### src/rtl/dma_rw_pkg.sv
package dma_rw_pkg;

   typedef enum logic [1:0] {
      AM_HOLD = 2'd0,
      AM_UP   = 2'd1,
      AM_DOWN = 2'd2,
      AM_RSVD = 2'd3
   } addr_dir_e;

   typedef enum logic [1:0] {
      WS_SRC  = 2'd0,
      WS_DST  = 2'd1,
      WS_CNT  = 2'd2,
      WS_CTRL = 2'd3
   } wr_sel_e;

   typedef struct packed {
      logic      end_ack;
      addr_dir_e dst_dir;
      addr_dir_e src_dir;
      logic [1:0] unit_sz;
      logic      rewind_en;
      logic      chan_en;
   } ctrl_t;

   localparam int CTRL_W = $bits(ctrl_t);

   // Bytes per unit; reserved size code behaves as 4 bytes.
   function automatic logic [2:0] unit_bytes(input logic [1:0] sz);
      case (sz)
         2'd0:    unit_bytes = 3'd1;
         2'd1:    unit_bytes = 3'd2;
         default: unit_bytes = 3'd4;
      endcase
   endfunction

endpackage

### src/rtl/dma_rw_addr_unit.sv
module dma_rw_addr_unit
   import dma_rw_pkg::*;
#(
   parameter int ADDR_W     = 32,
   parameter bit HAS_REWIND = 1'b0
) (
   input  logic              clk,
   input  logic              rst_n,
   input  logic              wr_i,
   input  logic [ADDR_W-1:0] wr_data_i,
   input  logic              step_i,
   input  logic              rewind_i,
   input  addr_dir_e         dir_i,
   input  logic [2:0]        stride_i,
   output logic [ADDR_W-1:0] addr_o
);

   localparam int PAD_W = ADDR_W - 3;

   if (ADDR_W < 8) begin : g_bad_width
      $error("dma_rw_addr_unit: ADDR_W must be at least 8");
   end

   logic [ADDR_W-1:0] stride_ext;
   logic [ADDR_W-1:0] stepped;
   logic [ADDR_W-1:0] restart;
   logic              rewind_eff;

   assign stride_ext = {{PAD_W{1'b0}}, stride_i};

   always_comb begin
      case (dir_i)
         AM_UP:   stepped = addr_o + stride_ext;
         AM_DOWN: stepped = addr_o - stride_ext;
         default: stepped = addr_o;
      endcase
   end

   if (HAS_REWIND) begin : g_rewind
      logic [ADDR_W-1:0] shadow_q;
      always_ff @(posedge clk or negedge rst_n) begin
         if (!rst_n)    shadow_q <= '0;
         else if (wr_i) shadow_q <= wr_data_i;
      end
      assign restart    = shadow_q;
      assign rewind_eff = rewind_i;

      assert_rewind_loads_R4: assert property (@(posedge clk) disable iff (!rst_n)
         (rewind_i && step_i && !wr_i) |=> (addr_o == $past(shadow_q)));
   end else begin : g_plain
      logic unused_rewind;
      assign unused_rewind = rewind_i;
      assign restart       = '0;
      assign rewind_eff    = 1'b0;
   end

   always_ff @(posedge clk or negedge rst_n) begin
      if (!rst_n)                   addr_o <= '0;
      else if (wr_i)                addr_o <= wr_data_i;
      else if (step_i && rewind_eff) addr_o <= restart;
      else if (step_i)              addr_o <= stepped;
   end

   assert_step_up_R2: assert property (@(posedge clk) disable iff (!rst_n)
      (step_i && !wr_i && !rewind_i && dir_i == AM_UP)
      |=> (addr_o == $past(addr_o) + $past(stride_ext)));

   assert_hold_dir_R3: assert property (@(posedge clk) disable iff (!rst_n)
      (!wr_i && dir_i == AM_HOLD && !rewind_i) |=> $stable(addr_o));

endmodule

### src/rtl/dma_rw_group_ctr.sv
module dma_rw_group_ctr #(
   parameter int GROUP_LEN = 4
) (
   input  logic clk,
   input  logic rst_n,
   input  logic clear_i,
   input  logic adv_i,
   output logic wrap_o,
   output logic at_start_o
);

   localparam int GRP_W = (GROUP_LEN > 1) ? $clog2(GROUP_LEN) : 1;
   localparam logic [GRP_W-1:0] LAST = GRP_W'(GROUP_LEN - 1);

   if (GROUP_LEN < 2 || (GROUP_LEN & (GROUP_LEN - 1)) != 0) begin : g_bad_len
      $error("dma_rw_group_ctr: GROUP_LEN must be a power of two of at least 2");
   end

   logic [GRP_W-1:0] pos_q;

   assign wrap_o     = adv_i && (pos_q == LAST);
   assign at_start_o = (pos_q == '0);

   always_ff @(posedge clk or negedge rst_n) begin
      if (!rst_n)       pos_q <= '0;
      else if (clear_i) pos_q <= '0;
      else if (adv_i)   pos_q <= pos_q + {{(GRP_W-1){1'b0}}, 1'b1};
   end

   assert_clear_restarts_R7: assert property (@(posedge clk) disable iff (!rst_n)
      clear_i |=> at_start_o);

endmodule

### src/rtl/dma_rw_count_unit.sv
module dma_rw_count_unit #(
   parameter int CNT_W = 16
) (
   input  logic             clk,
   input  logic             rst_n,
   input  logic             wr_i,
   input  logic [CNT_W-1:0] wr_data_i,
   input  logic             dec_i,
   input  logic             ack_i,
   output logic [CNT_W-1:0] count_o,
   output logic             last_o,
   output logic             end_o
);

   localparam logic [CNT_W-1:0] ONE = {{(CNT_W-1){1'b0}}, 1'b1};

   if (CNT_W < 2) begin : g_bad_cnt
      $error("dma_rw_count_unit: CNT_W must be at least 2");
   end

   assign last_o = dec_i && (count_o == ONE);

   always_ff @(posedge clk or negedge rst_n) begin
      if (!rst_n)     count_o <= '0;
      else if (wr_i)  count_o <= wr_data_i;
      else if (dec_i) count_o <= count_o - ONE;
   end

   always_ff @(posedge clk or negedge rst_n) begin
      if (!rst_n)      end_o <= 1'b0;
      else if (last_o) end_o <= 1'b1;
      else if (ack_i)  end_o <= 1'b0;
   end

   assert_count_step_R5: assert property (@(posedge clk) disable iff (!rst_n)
      (dec_i && !wr_i) |=> (count_o == $past(count_o) - ONE));

   assert_end_on_zero_R6: assert property (@(posedge clk) disable iff (!rst_n)
      (dec_i && !wr_i && count_o == ONE) |=> end_o);

endmodule

### src/rtl/dma_rewind_chan.sv
module dma_rewind_chan
   import dma_rw_pkg::*;
#(
   parameter int ADDR_W    = 32,
   parameter int CNT_W     = 16,
   parameter int GROUP_LEN = 4
) (
   input  logic              clk,
   input  logic              rst_n,
   input  logic              wr_en_i,
   input  logic [1:0]        wr_sel_i,
   input  logic [ADDR_W-1:0] wr_data_i,
   input  logic              master_en_i,
   input  logic              req_i,
   input  logic              unit_done_i,
   input  logic              addr_err_i,
   input  logic              nmi_i,
   input  logic              standby_i,
   output logic [ADDR_W-1:0] src_addr_o,
   output logic [ADDR_W-1:0] dst_addr_o,
   output logic [CNT_W-1:0]  count_o,
   output logic              xfer_valid_o,
   output logic              end_flag_o,
   output logic              bus_release_o,
   output logic              count_misfit_o
);

   localparam int GRP_W = $clog2(GROUP_LEN);

   if (CNT_W > ADDR_W) begin : g_bad_cnt
      $error("dma_rewind_chan: CNT_W must not exceed ADDR_W");
   end
   if (ADDR_W < CTRL_W) begin : g_bad_ctrl
      $error("dma_rewind_chan: ADDR_W too narrow for control word");
   end
   if (GRP_W < 1 || GRP_W > CNT_W) begin : g_bad_grp
      $error("dma_rewind_chan: GROUP_LEN out of range for CNT_W");
   end

   // Register write decode
   logic wr_src, wr_dst, wr_cnt, wr_ctrl;
   assign wr_src  = wr_en_i && (wr_sel_i == WS_SRC);
   assign wr_dst  = wr_en_i && (wr_sel_i == WS_DST);
   assign wr_cnt  = wr_en_i && (wr_sel_i == WS_CNT);
   assign wr_ctrl = wr_en_i && (wr_sel_i == WS_CTRL);

   ctrl_t ctrl_q;
   ctrl_t ctrl_wr;
   assign ctrl_wr = ctrl_t'(wr_data_i[CTRL_W-1:0]);

   always_ff @(posedge clk or negedge rst_n) begin
      if (!rst_n)       ctrl_q <= '0;
      else if (wr_ctrl) ctrl_q <= ctrl_wr;
   end

   if (ADDR_W > CTRL_W) begin : g_unused_hi
      logic unused_ctrl_hi;
      assign unused_ctrl_hi = ^wr_data_i[ADDR_W-1:CTRL_W];
   end
   if (CNT_W < ADDR_W && ADDR_W <= CTRL_W) begin : g_unused_cnt
      logic unused_cnt_hi;
      assign unused_cnt_hi = ^wr_data_i[ADDR_W-1:CNT_W];
   end

   // Issue and completion
   logic ready, done, last_unit, wrap, grp_clear, grp_start;
   logic [2:0] stride;

   assign ready        = master_en_i && ctrl_q.chan_en && !standby_i
                         && !end_flag_o && (count_o != '0);
   assign xfer_valid_o = ready && req_i;
   assign done         = xfer_valid_o && unit_done_i;
   assign stride       = unit_bytes(ctrl_q.unit_sz);

   assign grp_clear = !master_en_i || !ctrl_q.chan_en || end_flag_o || last_unit
                      || nmi_i || addr_err_i || standby_i;

   dma_rw_group_ctr #(.GROUP_LEN(GROUP_LEN)) u_group (
      .clk        (clk),
      .rst_n      (rst_n),
      .clear_i    (grp_clear),
      .adv_i      (done),
      .wrap_o     (wrap),
      .at_start_o (grp_start)
   );

   dma_rw_addr_unit #(.ADDR_W(ADDR_W), .HAS_REWIND(1'b1)) u_src (
      .clk       (clk),
      .rst_n     (rst_n),
      .wr_i      (wr_src),
      .wr_data_i (wr_data_i),
      .step_i    (done),
      .rewind_i  (wrap && ctrl_q.rewind_en),
      .dir_i     (ctrl_q.src_dir),
      .stride_i  (stride),
      .addr_o    (src_addr_o)
   );

   dma_rw_addr_unit #(.ADDR_W(ADDR_W), .HAS_REWIND(1'b0)) u_dst (
      .clk       (clk),
      .rst_n     (rst_n),
      .wr_i      (wr_dst),
      .wr_data_i (wr_data_i),
      .step_i    (done),
      .rewind_i  (1'b0),
      .dir_i     (ctrl_q.dst_dir),
      .stride_i  (stride),
      .addr_o    (dst_addr_o)
   );

   dma_rw_count_unit #(.CNT_W(CNT_W)) u_count (
      .clk       (clk),
      .rst_n     (rst_n),
      .wr_i      (wr_cnt),
      .wr_data_i (wr_data_i[CNT_W-1:0]),
      .dec_i     (done),
      .ack_i     (wr_ctrl && ctrl_wr.end_ack),
      .count_o   (count_o),
      .last_o    (last_unit),
      .end_o     (end_flag_o)
   );

   always_ff @(posedge clk or negedge rst_n) begin
      if (!rst_n) bus_release_o <= 1'b0;
      else        bus_release_o <= wrap;
   end

   assign count_misfit_o = ctrl_q.rewind_en && (count_o[GRP_W-1:0] != '0);

   // Checks beside the control logic
   assert_end_blocks_R6: assert property (@(posedge clk) disable iff (!rst_n)
      end_flag_o |-> !xfer_valid_o);

   assert_release_single_R8: assert property (@(posedge clk) disable iff (!rst_n)
      bus_release_o |=> !bus_release_o);

   assert_nmi_keeps_count_R7: assert property (@(posedge clk) disable iff (!rst_n)
      (nmi_i && !wr_en_i) |=> $stable(count_o));

   assert_err_keeps_src_R7: assert property (@(posedge clk) disable iff (!rst_n)
      (addr_err_i && !wr_en_i) |=> $stable(src_addr_o));

   assert_release_at_start_R8: assert property (@(posedge clk) disable iff (!rst_n)
      bus_release_o |-> grp_start);

   assert_valid_gate_R10: assert property (@(posedge clk) disable iff (!rst_n)
      xfer_valid_o |-> (req_i && master_en_i && !standby_i && count_o != '0));

endmodule

### config.mk
export PLATFORM = sky130hd
export DESIGN_NAME = dma_rewind_chan
export DESIGN_NICKNAME = d
export VERILOG_FILES = /design/src/rtl/dma_rw_pkg.sv /design/src/rtl/dma_rw_addr_unit.sv /design/src/rtl/dma_rw_group_ctr.sv /design/src/rtl/dma_rw_count_unit.sv /design/src/rtl/dma_rewind_chan.sv
export SDC_FILE = /design/constraint.sdc
export NUM_CORES = 1
export LEC_CHECK = 0
export CAP_MARGIN = 20
export CORE_MARGIN = 2
export CORE_UTILIZATION = 36
export CTS_BUF_LIST = sky130_fd_sc_hd__clkbuf_4 sky130_fd_sc_hd__clkbuf_8
export DETAILED_ROUTE_END_ITERATION = 6
export GPL_TIMING_DRIVEN = 1
export PLACE_DENSITY = 0.57
export SYNTH_ARGS = -nofsm -noshare
export SYNTH_HDL_FRONTEND = slang
export SYNTH_SLANG_ARGS = --single-unit
### constraint.sdc
create_clock -name clk -period 11.3 [get_ports clk]
set_input_delay 3.39 -clock clk [delete_from_list [all_inputs] [get_ports clk]]
set_output_delay 3.39 -clock clk [all_outputs]
set_load 0.01 [all_outputs]
# --- Word level (Yosys, flattened, before mapping) ---
# Index checks and enable logic that the tools add are counted.
totals:
  ff_bits: 124
  inputBits: 43
  wordCells: 81
classes:
  addsub: 6
  n_eq_ne: 10
  mux: 14
  n_reduce_logical: 39
ops:
  columns: ["op", "n"]
  rows:
  - ["$mux 32", 5]
  - ["$pmux 32 s2", 2]
  - ["$add 32x3->32", 2]
  - ["$sub 32x3->32", 2]
  - ["$mux 16", 2]
  - ["$eq 16x1->1 const B", 1]
  - ["$logic_and 1x1->1", 16]
  - ["$reduce_bool 16->1", 1]
  - ["$sub 16x1->16 const B", 1]
  - ["$eq 2x2->1 const B", 5]
  - ["$reduce_bool 2->1", 5]
  - ["$eq 2x1->1 const B", 4]
  - ["$logic_or 1x1->1", 6]
  - ["$pmux 3 s2", 1]
  - ["$reduce_bool 3->1", 2]
  - ["$logic_not 1->1", 4]
  - ["$logic_not 2->1", 2]
  - ["$mux 2", 2]
  - ["$reduce_and 2->1", 2]
  - ["$reduce_bool 4->1", 1]
  - ["$add 2x1->2 const B", 1]
  - ["$mux 1", 2]

# --- Logic depth before layout (Yosys ltp) ---
# Gate-level depths: netlist (run 1).
depth:
  depth_word: 12
  depth_mapped: 15
  mapped_depth_nobuf: 15

# --- Modules after synthesis ---
# Synthesis (run 1) repeated with hierarchy kept, for this count alone.
hier_totals:
  cells_unflattened: 1088
  area_unflattened_um2: 9402.8
by_module_without_submodules:
  columns: ["module", "n_inst", "cells_per_inst", "area_per_inst_um2", "seq_area_each_um2"]
  rows:
  - ["dma_rw_addr_unit (u_src)", 1, 525, 4615.7, 1601.5]
  - ["dma_rw_addr_unit (u_dst)", 1, 405, 3213.1, 800.8]
  - ["dma_rw_count_unit", 1, 106, 998.5, 425.4]
  - ["dma_rewind_chan", 1, 41, 459.2, 225.2]
  - ["dma_rw_group_ctr", 1, 11, 116.4, 50.0]

# --- Worst setup path after synthesis (run 1) ---
# No wires, ideal clock.
synth_timing:
  kind: "input port to output port"
  startpoint: "input port standby_i"
  endpoint: "output port xfer_valid_o"
  t_arrival_ns: 3.886
  required_ns: 7.910
  setup_slack_ns: 4.024
  path_stages: 3
  path_cell_list: "nor2_1 -> nand4_1 -> a41oi_2"
synth_via:
  elab_chain_len: 5
synth_lines:
  columns: ["item", "line", "text"]
  rows:
  - ["from (decl)", "dma_rewind_chan.sv:18", "input logic standby_i,"]
  - ["$logic_not 1->1", "dma_rewind_chan.sv:69", "assign ready = master_en_i && ctrl_q.chan_en && !standby_i"]
  - ["$logic_and 1x1->1", "dma_rewind_chan.sv:69", null]
  - ["$logic_and 1x1->1 (2 in series)", "dma_rewind_chan.sv:70", "&& !end_flag_o && (count_o != '0);"]
  - ["$logic_and 1x1->1", "dma_rewind_chan.sv:71", "assign xfer_valid_o = ready && req_i;"]
  - ["to (decl)", "dma_rewind_chan.sv:22", "output logic xfer_valid_o,"]
# Every way passes these cells.

# --- Worst setup path in the final report (run 1) ---
# Ends and elaborated chain as after synthesis.

==> run metrics, run 1 <==
largest incremental delay on the critical path 0.59 ns; via density per instance 5.32; length in cells of the worst reg-to-reg path 14; synth unique cells 60; num rows 56; core region area 23,500 um^2; total of cells resized after clock tree synthesis 0; number of antenna violations at the first check in global routing 0; most frequent cell on the critical path clkdlybuf4s50_1; post-synthesis area per instance 8.14 um^2; setup repair after global routing missed its margin false; routability-driven placement congestion ratio 0.850; number of iterations in the first detailed-routing pass 7; multi-input gate area in the final layout 5280 um^2; most instantiated cells after synthesis 202 x nand2_1, 124 x dfrtp_1, 119 x a21oi_1, 98 x nor2_1, 69 x ha_1; Power Total 0.00224 W; minimum hold slack 0.477 ns; detailed router's first-iteration violation count 624; crit path capture xfer_valid_o; maximum number of pins on one net before global-route repair 66; clock tree from TritonCTS done; EDFF count, synth 0; average detailed-routed wire length per instance 17.1 um; Critical Path Fanout Max 5; number of nets produced by synthesis 1,174; number of setup violations in the final report 0; synthesis-to-layout area growth 23.4%; clock-pin slew reported for the worst setup and hold paths after clock tree synthesis 0.07 ns; startpoint kind of the worst setup timing path input port; Slew Limit Headroom 36.4%; Post-Syn Instances 1,060; worst vdd rail ir drop 0.0986 mV; Crit Reg-Reg Endpoint u_src.addr_o[26]; clock root buffer clkbuf_8; count of synthesis-stage warnings from yosys 0; Critical Path, Cell by Cell clkdlybuf4s50_1, nor2_1, nand4_1, a41oi_2, clkdlybuf4s50_1; final clock skew 0.0162 ns; number of buffers added by the clock tree synthesis step 17; Synth Register Bits 124; sum of buffers and inverters on the critical path 2; launch point of the critical path standby_i; largest delay contributor family on the critical path buffers and inverters; beginning of the worst register-to-register path ctrl_q[3]; vias in the first global route 7,739; number of pins exceeding their max-slew limit in the final report 0; number of nets still failing antenna checks after routing 0; Vias 7,998; cell types with the largest area share after synthesis dfrtp_1 36%, ha_1 10%, nand2_1 8.8%; fin crit share 73.6%; final period demand of the worst path 8.31 ns; crit path capture type output port; HPWL after DPL 18,500 um; transition time at the pin with the least slew margin 0.953 ns; share of synthesized area occupied by flip-flops and latches 36.0%; fraction of post-synthesis cell area in the top cell type by area 36.0%; count of buffers added by post-CTS timing repair for setup 0; hold_buf cts 0; worst endpoint required time 7.91 ns; type of the tightest min-delay check reg -> reg; post-synth design cell area 8630 um^2; area of the die 25,200 um^2; data arrival time of the critical path 4.92 ns; # H-tree levels 4; power density of the placed cells 210 nW/um^2; Total Routed Length 25,700 um; final count of hold timing violations 0; leading area contributor after synthesis dfrtp_1; worst-skew pair later-pin latency 0.45 ns; CP max stage cell clkdlybuf4s50_1; # DRC 0; Register Area 3100 um^2; global routing usage summed across all routing layers 20.6%; cell area after layout 10,600 um^2; Worst R2R Setup Slack 7.14 ns; global-route wire length before repair 41,700 um; post-route setup TNS 0 ns; number of top-level design ports 127; static leakage 4.72 nW; die height 159 um; share of synthesized registers carrying an async set or reset 100%; Post-synth top flop dfrtp_1; Port Buf Inserts 126; max-cap violation count 0; post-place instance area 10,200 um^2; status completed; effective utilization at floorplan 36.8%; Horiz. Die Dim 159 um; number of fill cells 2,324; top achievable clock speed 120 MHz; Bufs on Longest Clock Path 2; path type of the worst setup path in -> out; fraction of final layout cells sized beyond drive strength 1 5.92%; overflow left after global routing 0; cell depth of the worst setup path 5; most frequently used cell type in the post-synthesis netlist nand2_1; antenna cell count 0; CTS sink count 124; final-stage net count 1,285
[per-layer routing]
metal | up-vias | GRT usage, % | routed length (um) | share of wire, %
li1 | 3973 | - | - | -
met1 | 3789 | 28.2 | 12200 | 47
met2 | 215 | 33.5 | 11900 | 46
met3 | 21 | 4.00 | 1300 | 5.0
met4 | 0 | 4.84 | 314 | 1.2
met5 | - | 0 | 0 | 0
[cell families (layout without fill, tap and decap cells)]
family | count (synthesis) | count (layout) | share of synthesized area (%)
buf+inv | 65 | 188 | 2.97
mux | 12 | 12 | 1.51
simple gates | 399 | 399 | 20.2
fa+ha+maj | 71 | 71 | 10.5
compound gates | 325 | 325 | 22.4
xor+xnor | 64 | 64 | 6.50
flops | 124 | 124 | 36.0
[metrics by stage]
| stage | setup slack (ns) | util (%) | instances |
|---|---|---|---|
| after floorplan | 4.02 | - | 1060 |
| after global placement | 3.05 | 43.4 | 1469 |
| after detailed placement | 3.01 | 43.4 | 1469 |
| after CTS | 2.99 | 45.3 | 1500 |
| after global routing | 2.93 | 45.4 | 1502 |
| final | 2.99 | 45.4 | 1502 |
[worst min-delay path, stage by stage, from the launching register on]
cell and delay, ns:
dfrtp_1 0.34, nand2_1 0.05, nand2_1 0.05
[layout make-up]
type	instances	area share, %
inverter	19	0.670
sequential	124	29.1
timing repair buffer	138	12.7
clock inverter	11	1.56
multi-input combinational	871	49.6
clock buffer	20	2.58
tap	319	3.75
[worst min path at each step]
stage,cells after the start,from,end,slack (ns)
final,2,u_src.g_rewind.shadow_q[26],u_src.g_rewind.shadow_q[26],0.48
after global routing,2,u_src.g_rewind.shadow_q[26],u_src.g_rewind.shadow_q[26],0.50
after CTS,2,u_src.g_rewind.shadow_q[13],u_src.g_rewind.shadow_q[13],0.48
after detailed placement,2,u_src.g_rewind.shadow_q[26],u_src.g_rewind.shadow_q[26],0.46
after global placement,2,u_src.g_rewind.shadow_q[26],u_src.g_rewind.shadow_q[26],0.46
after floorplan,2,u_src.g_rewind.shadow_q[10],u_src.g_rewind.shadow_q[10],0.44
[power by group]
| part | total [W] | switching [W] | leakage, nW | internal, W |
|---|---|---|---|---|
| clock network | 0.000450 | 0.000194 | 0.217 | 0.000256 |
| registers | 0.000643 | 0.0000990 | 1.47 | 0.000544 |
| logic | 0.00115 | 0.000600 | 3.03 | 0.000548 |
| total | 0.00224 | 0.000892 | 4.72 | 0.00135 |
[sequential cells by signal, summed over array words and instances (netlist names)]
name,cells
u_src.addr_o,32
u_count.count_o,16
u_count.end_o,1
u_src.g_rewind.shadow_q,32
u_dst.addr_o,32
u_group.pos_q,2
ctrl_q,8
bus_release_o,1
[cell usage in the layout, fill, tap and decap left out, drive strengths merged, types with 8 or more instances in the layout]
cell type	instances
inv	19
xnor2	41
a21oi	120
a211oi	10
o21a	8
a21o	29
mux2	8
clkbuf	20
nor3	17
o21ai	89
clkdlybuf4s50	125
buf	13
dfrtp	124
nor2	98
nand2b	8
xor2	23
ha	69
nand3	24
a31oi	21
nand2	202
and3	13
Power figures use the tool's default switching activity.
==> run 2: changes to the inputs <==
==> constraint.sdc (replaced) <==
create_clock -name clk -period 7.8 [get_ports clk]
set_input_delay 2.34 -clock clk [delete_from_list [all_inputs] [get_ports clk]]
set_output_delay 2.34 -clock clk [all_outputs]
set_load 0.01 [all_outputs]
==> run 2 against run 1 <==
  * Clock power grew 35%
  * Clock-buffer cell count is the same
  * Core utilization is essentially flat
  * Largest power group unchanged
  * Cell count grew 0.20%
  * Setup slack lost 1.4 ns
  * Wire length grew 0.12%
==> run metrics, run 2 (same netlist as run 1, synthesis figures left out) <==
static leakage 4.73 nW; Worst R2R Setup Slack 3.59 ns; number of fill cells 2,383; hold_sp u_src.g_rewind.shadow_q[3]; final period demand of the worst path 6.22 ns; sum of buffers and inverters on the critical path 2; worst-skew pair later-pin latency 0.46 ns; max-cap violation count 0; top achievable clock speed 161 MHz; # H-tree levels 4; largest incremental delay on the critical path 0.59 ns; number of iterations in the first detailed-routing pass 5; switching power 0.00130 W; worst endpoint required time 5.46 ns; average detailed-routed wire length per instance 17.1 um; CP max stage cell clkdlybuf4s50_1; beginning of the worst register-to-register path ctrl_q[3]; top flop regs u_dst.addr_o x32, u_src.addr_o x32, u_src.g_rewind.shadow_q x32; HPWL after DPL 18,600 um; overflow left after global routing 0; maximum number of pins on one net before global-route repair 76; post-route setup TNS 0 ns; vias in the first global route 7,656; status completed; number of top-level design ports 127; Bufs on Longest Clock Path 2; launch point of the critical path standby_i; Pint 0.00191 W; area of the die 25,200 um^2; cell depth of the worst setup path 5; sequential fraction of design power 29.1%; transition time at the pin with the least slew margin 0.889 ns; logic gate share of total power 52.0%; global-route wire length before repair 41,500 um; # DRC 0; Crit Reg-Reg Endpoint u_src.addr_o[22]; Register Area 3100 um^2; setup repair after global routing missed its margin false; length in cells of the worst reg-to-reg path 13; number of buffers added by the clock tree synthesis step 17; clock root buffer clkbuf_8; CTS sink count 124; total of cells resized after clock tree synthesis 0; Critical Path Fanout Max 5; Port Buf Inserts 126; antenna cell count 0; clock tree from TritonCTS done; top library cells by usage in the layout, fill and taps aside 202 x nand2_1, 125 x clkdlybuf4s50_1, 124 x dfrtp_1; startpoint kind of the worst setup timing path input port; global routing usage summed across all routing layers 20.6%; crit path capture xfer_valid_o; multi-input gate area in the final layout 5280 um^2; Slew Limit Headroom 40.8%; number of antenna violations at the first check in global routing 1; number of nets still failing antenna checks after routing 0; largest delay contributor family on the critical path buffers and inverters; count of buffers added by post-CTS timing repair for setup 0; type of the tightest min-delay check reg -> reg; data arrival time of the critical path 3.88 ns; worst vdd rail ir drop 0.111 mV; power density of the placed cells 301 nW/um^2; via density per instance 5.27; part of the power in the clock network 18.9%; die height 159 um; final count of hold timing violations 0; final core utilization 45.3%; Total Routed Length 25,700 um; final-stage net count 1,287; fraction of final layout cells sized beyond drive strength 1 6.07%; switching share of power 40.5%; most frequent cell on the critical path clkdlybuf4s50_1; clock-pin slew reported for the worst setup and hold paths after clock tree synthesis 0.07 ns; path type of the worst setup path in -> out; Vias 7,932; synthesis-to-layout area growth 23.3%; detailed router's first-iteration violation count 540; Critical Path, Cell by Cell clkdlybuf4s50_1, nor2_1, nand4_1, a41oi_2, clkdlybuf4s50_1; core region area 23,500 um^2; Horiz. Die Dim 159 um; crit path capture type output port; hold_buf cts 0; number of pins exceeding their max-slew limit in the final report 0; number of setup violations in the final report 0; fin crit share 79.8%; effective utilization at floorplan 36.8%; most common cell after layout, fill and taps aside nand2_1; routability-driven placement congestion ratio 0.833; num rows 56; final clock skew 0.0187 ns
==> run 2: cell types whose count changed in the layout (fill, tap and decap cells not counted), sizes merged <==
cell,change
bufinv,-1
buf,+2
clkinv,+3
clkinvlp,-1
==> run 2: power groups by stage <==
stage	Combinational, W	Clock (W)	Sequential [W]
2_1_floorplan	0.00110	0	0.000955
3_3_place_gp	0.00165	0	0.000946
3_5_place_dp	0.00166	0	0.000946
4_1_cts	0.00167	0.000618	0.000935
5_1_grt	0.00188	0.000651	0.000953
6_report	0.00167	0.000607	0.000933
==> run 2: how the worst min path moves through the flow <==
| stage | to | depth (start not counted) |
|---|---|---|
| floorplan | u_src.g_rewind.shadow_q[10] | 2 |
| global placement | u_src.g_rewind.shadow_q[2] | 2 |
| detailed placement | u_src.g_rewind.shadow_q[26] | 2 |
| CTS | u_src.g_rewind.shadow_q[26] | 2 |
| global route | u_src.g_rewind.shadow_q[0] | 2 |
| finish | u_src.g_rewind.shadow_q[3] | 2 |
==> run 2: cell type report <==
class / instances / share of cell area, %
inverter: 19 / 0.670
multi-input combinational: 871 / 49.6
clock buffer: 20 / 2.41
sequential: 124 / 29.2
timing repair buffer: 140 / 13.1
tap: 319 / 3.75
clock inverter: 12 / 1.39
==> run 2: worst min-delay path, cell delays in order (launching register included) <==
cell and delay (ns):
dfrtp_1 0.34, nand2_1 0.05, nand2_1 0.05
==> run 2: stage by stage <==
stage	setup slack, ns	power (W)	instance area [um^2]	hold WS (ns)	cells
global route	1.50	0.00348	10600	0.503	1505
finish	1.58	0.00321	10600	0.477	1505
detailed placement	1.59	0.00260	10200	0.462	1470
global placement	1.63	0.00259	10200	0.460	1470
CTS	1.57	0.00322	10600	0.480	1502
floorplan	2.62	0.00206	8630	0.436	1060
==> run 2: layer usage <==
metal  GRT usage [%]  routed length [um]  up-vias
li1                -                   -     3989
met1            28.7               12400     3740
met2            32.9               11900      182
met3            3.74                1040       21
met4            5.42                 387        0
met5               0                   0        -
==> run 3: changes to the inputs <==
--- a/config.mk
+++ b/config.mk
@@ -11,7 +11,7 @@
 export CTS_BUF_LIST = sky130_fd_sc_hd__clkbuf_4 sky130_fd_sc_hd__clkbuf_8
 export DETAILED_ROUTE_END_ITERATION = 6
 export GPL_TIMING_DRIVEN = 1
-export PLACE_DENSITY = 0.57
+export PLACE_DENSITY = 0.59
 export SYNTH_ARGS = -nofsm -noshare
 export SYNTH_HDL_FRONTEND = slang
 export SYNTH_SLANG_ARGS = --single-unit
==> constraint.sdc (replaced) <==
create_clock -name clk -period 5.15 [get_ports clk]
set_input_delay 1.545 -clock clk [delete_from_list [all_inputs] [get_ports clk]]
set_output_delay 1.545 -clock clk [all_outputs]
set_load 0.01 [all_outputs]
==> run 3 against run 2 <==
  * Global-route usage is 0.12 points lower
  * Die area unchanged
  * Core utilization about the same
  * Power grew 49%
  * First-iteration DRC count grew 8.0%
  * Worst hold slack got worse by 0.00075 ns
  * Wire length decreased by 0.69%
  * Combinational power rose by 51%
  * Critical path depth is the same
  * Sequential share of layout area about the same
  * Critical path type unchanged
==> run metrics, run 3 (same netlist as run 1, synthesis figures left out) <==
startpoint kind of the worst setup timing path input port; setup repair after global routing missed its margin false; via density per instance 5.31; power density of the placed cells 450 nW/um^2; Vias 8,012; antenna cell count 0; final clock skew 0.0134 ns; top library cells by usage in the layout, fill and taps aside 202 x nand2_1, 125 x clkdlybuf4s50_1, 124 x dfrtp_1; global routing usage summed across all routing layers 20.5%; effective utilization at floorplan 36.8%; average detailed-routed wire length per instance 16.9 um; number of top-level design ports 127; Port Buf Inserts 126; final period demand of the worst path 4.60 ns; type of the tightest min-delay check reg -> reg; die height 159 um; total of cells resized after clock tree synthesis 0; number of fill cells 2,352; final-stage net count 1,292; worst-skew pair later-pin latency 0.45 ns; cell count after placement 1,477; non-filler instance count after layout 1,510; top flop regs u_dst.addr_o x32, u_src.addr_o x32, u_src.g_rewind.shadow_q x32; count of buffers added by post-CTS timing repair for setup 0; clock tree from TritonCTS done; area of the die 25,200 um^2; # H-tree levels 4; Critical Path Fanout Max 5; number of buffers added by the clock tree synthesis step 17; post-place instance area 10,300 um^2; # DRC 0; Slew Limit Headroom 39.9%; data arrival time of the critical path 3.05 ns; number of nets still failing antenna checks after routing 0; number of setup violations in the final report 0; clock root buffer clkbuf_8; worst vdd rail ir drop 0.191 mV; fraction of final layout cells sized beyond drive strength 1 6.47%; sum of buffers and inverters on the critical path 2; Critical Path, Cell by Cell clkdlybuf4s50_1, nor2_1, nand4_1, a41oi_2, clkdlybuf4s50_1; max-cap violation count 0; Bufs on Longest Clock Path 2; worst endpoint required time 3.61 ns; routability-driven placement congestion ratio 0.880; clock-pin slew reported for the worst setup and hold paths after clock tree synthesis 0.08 ns; most common cell after layout, fill and taps aside nand2_1; overflow left after global routing 0; num rows 56; global-route wire length before repair 41,500 um; Total Routed Length 25,500 um; transition time at the pin with the least slew margin 0.902 ns; synthesis-to-layout area growth 23.5%; number of iterations in the first detailed-routing pass 5; post-route setup TNS 0 ns; final count of hold timing violations 0; Horiz. Die Dim 159 um; CP max stage cell clkdlybuf4s50_1; hold_buf cts 0; HPWL after DPL 19,000 um; top achievable clock speed 217 MHz; largest incremental delay on the critical path 0.59 ns; cell area after layout 10,700 um^2; number of pins exceeding their max-slew limit in the final report 0; crit path capture type output port; most frequent cell on the critical path clkdlybuf4s50_1; fin crit share 89.3%; largest delay contributor family on the critical path buffers and inverters; detailed router's first-iteration violation count 583; maximum number of pins on one net before global-route repair 66; path type of the worst setup path in -> out; status completed; CTS sink count 124; number of antenna violations at the first check in global routing 0; static leakage 4.72 nW; final core utilization 45.4%; core region area 23,500 um^2; vias in the first global route 7,671
[run 3: cell types whose count changed in the layout (fill, tap and decap cells not counted), sizes merged]
| cell | delta |
|---|---|
| buf | +5 |
| clkinv | -4 |
| clkinvlp | +4 |
| inv | +4 |
| bufinv | -2 |
| clkbuf | -2 |
[run 3: worst paths after layout]
| check | depth (start not counted) | start | to | slack [ns] |
|---|---|---|---|---|
| max in group asynchronous | 2 | rst_n | u_dst.addr_o[5] | 3.07 |
| min | 2 | u_src.g_rewind.shadow_q[14] | u_src.g_rewind.shadow_q[14] | 0.48 |
| max | 5 | standby_i | xfer_valid_o | 0.55 |
| min in group asynchronous | 1 | rst_n | u_src.addr_o[14] | 1.23 |
| min reg2reg | 2 | u_src.g_rewind.shadow_q[14] | u_src.g_rewind.shadow_q[14] | 0.48 |
| max reg2reg | 14 | ctrl_q[3] | u_src.addr_o[30] | 1.02 |
[run 3: metal layers]
layer / up-vias / GRT usage, % / wire, um
met3: 25 / 3.89 / 1160
met4: 0 / 4.30 / 317
met2: 193 / 32.8 / 11700
met1: 3783 / 28.7 / 12400
li1: 4011 / - / -
met5: - / 0 / 0
[run 3: area by class of cell]
cell class	count	area (um^2)	area share [%]
Multi-Input combinational cell	871	5280	49.5
Sequential cell	124	3100	29.1
Timing Repair Buffer	145	1420	13.3
Tap cell	319	399	3.75
Clock buffer	18	248	2.33
Clock inverter	14	136	1.28
Inverter	19	71.3	0.669
[run 3: stage by stage]
stage | hold slack [ns] | worst slack, ns | total power (W)
after floorplan | 0.436 | 1.35 | 0.00312
after global placement | 0.455 | 0.589 | 0.00393
after detailed placement | 0.460 | 0.580 | 0.00395
after CTS | 0.481 | 0.565 | 0.00483
after global routing | 0.499 | 0.464 | 0.00520
final | 0.476 | 0.551 | 0.00480
[run 3: report_power, final]
| part | internal (W) | leakage, nW | switching (W) | total (W) |
|---|---|---|---|---|
| Combinational | 0.00121 | 3.07 | 0.00132 | 0.00253 |
| Sequential | 0.00119 | 1.47 | 0.000220 | 0.00141 |
| Clock | 0.000401 | 0.175 | 0.000449 | 0.000850 |
[run 3: worst reg2reg max path, cell delays in order (launching register included)]
cell	delay, ns
dfrtp_1	0.39
or2_2	0.31
ha_1	0.30
mux2i_1	0.11
fa_1	0.47
a211oi_1	0.39
o21ai_1	0.13
a21oi_1	0.32
o21ai_1	0.19
a41oi_1	0.45
o211ai_1	0.16
a21oi_1	0.39
o31ai_1	0.18
a21oi_1	0.15
o21ai_1	0.08
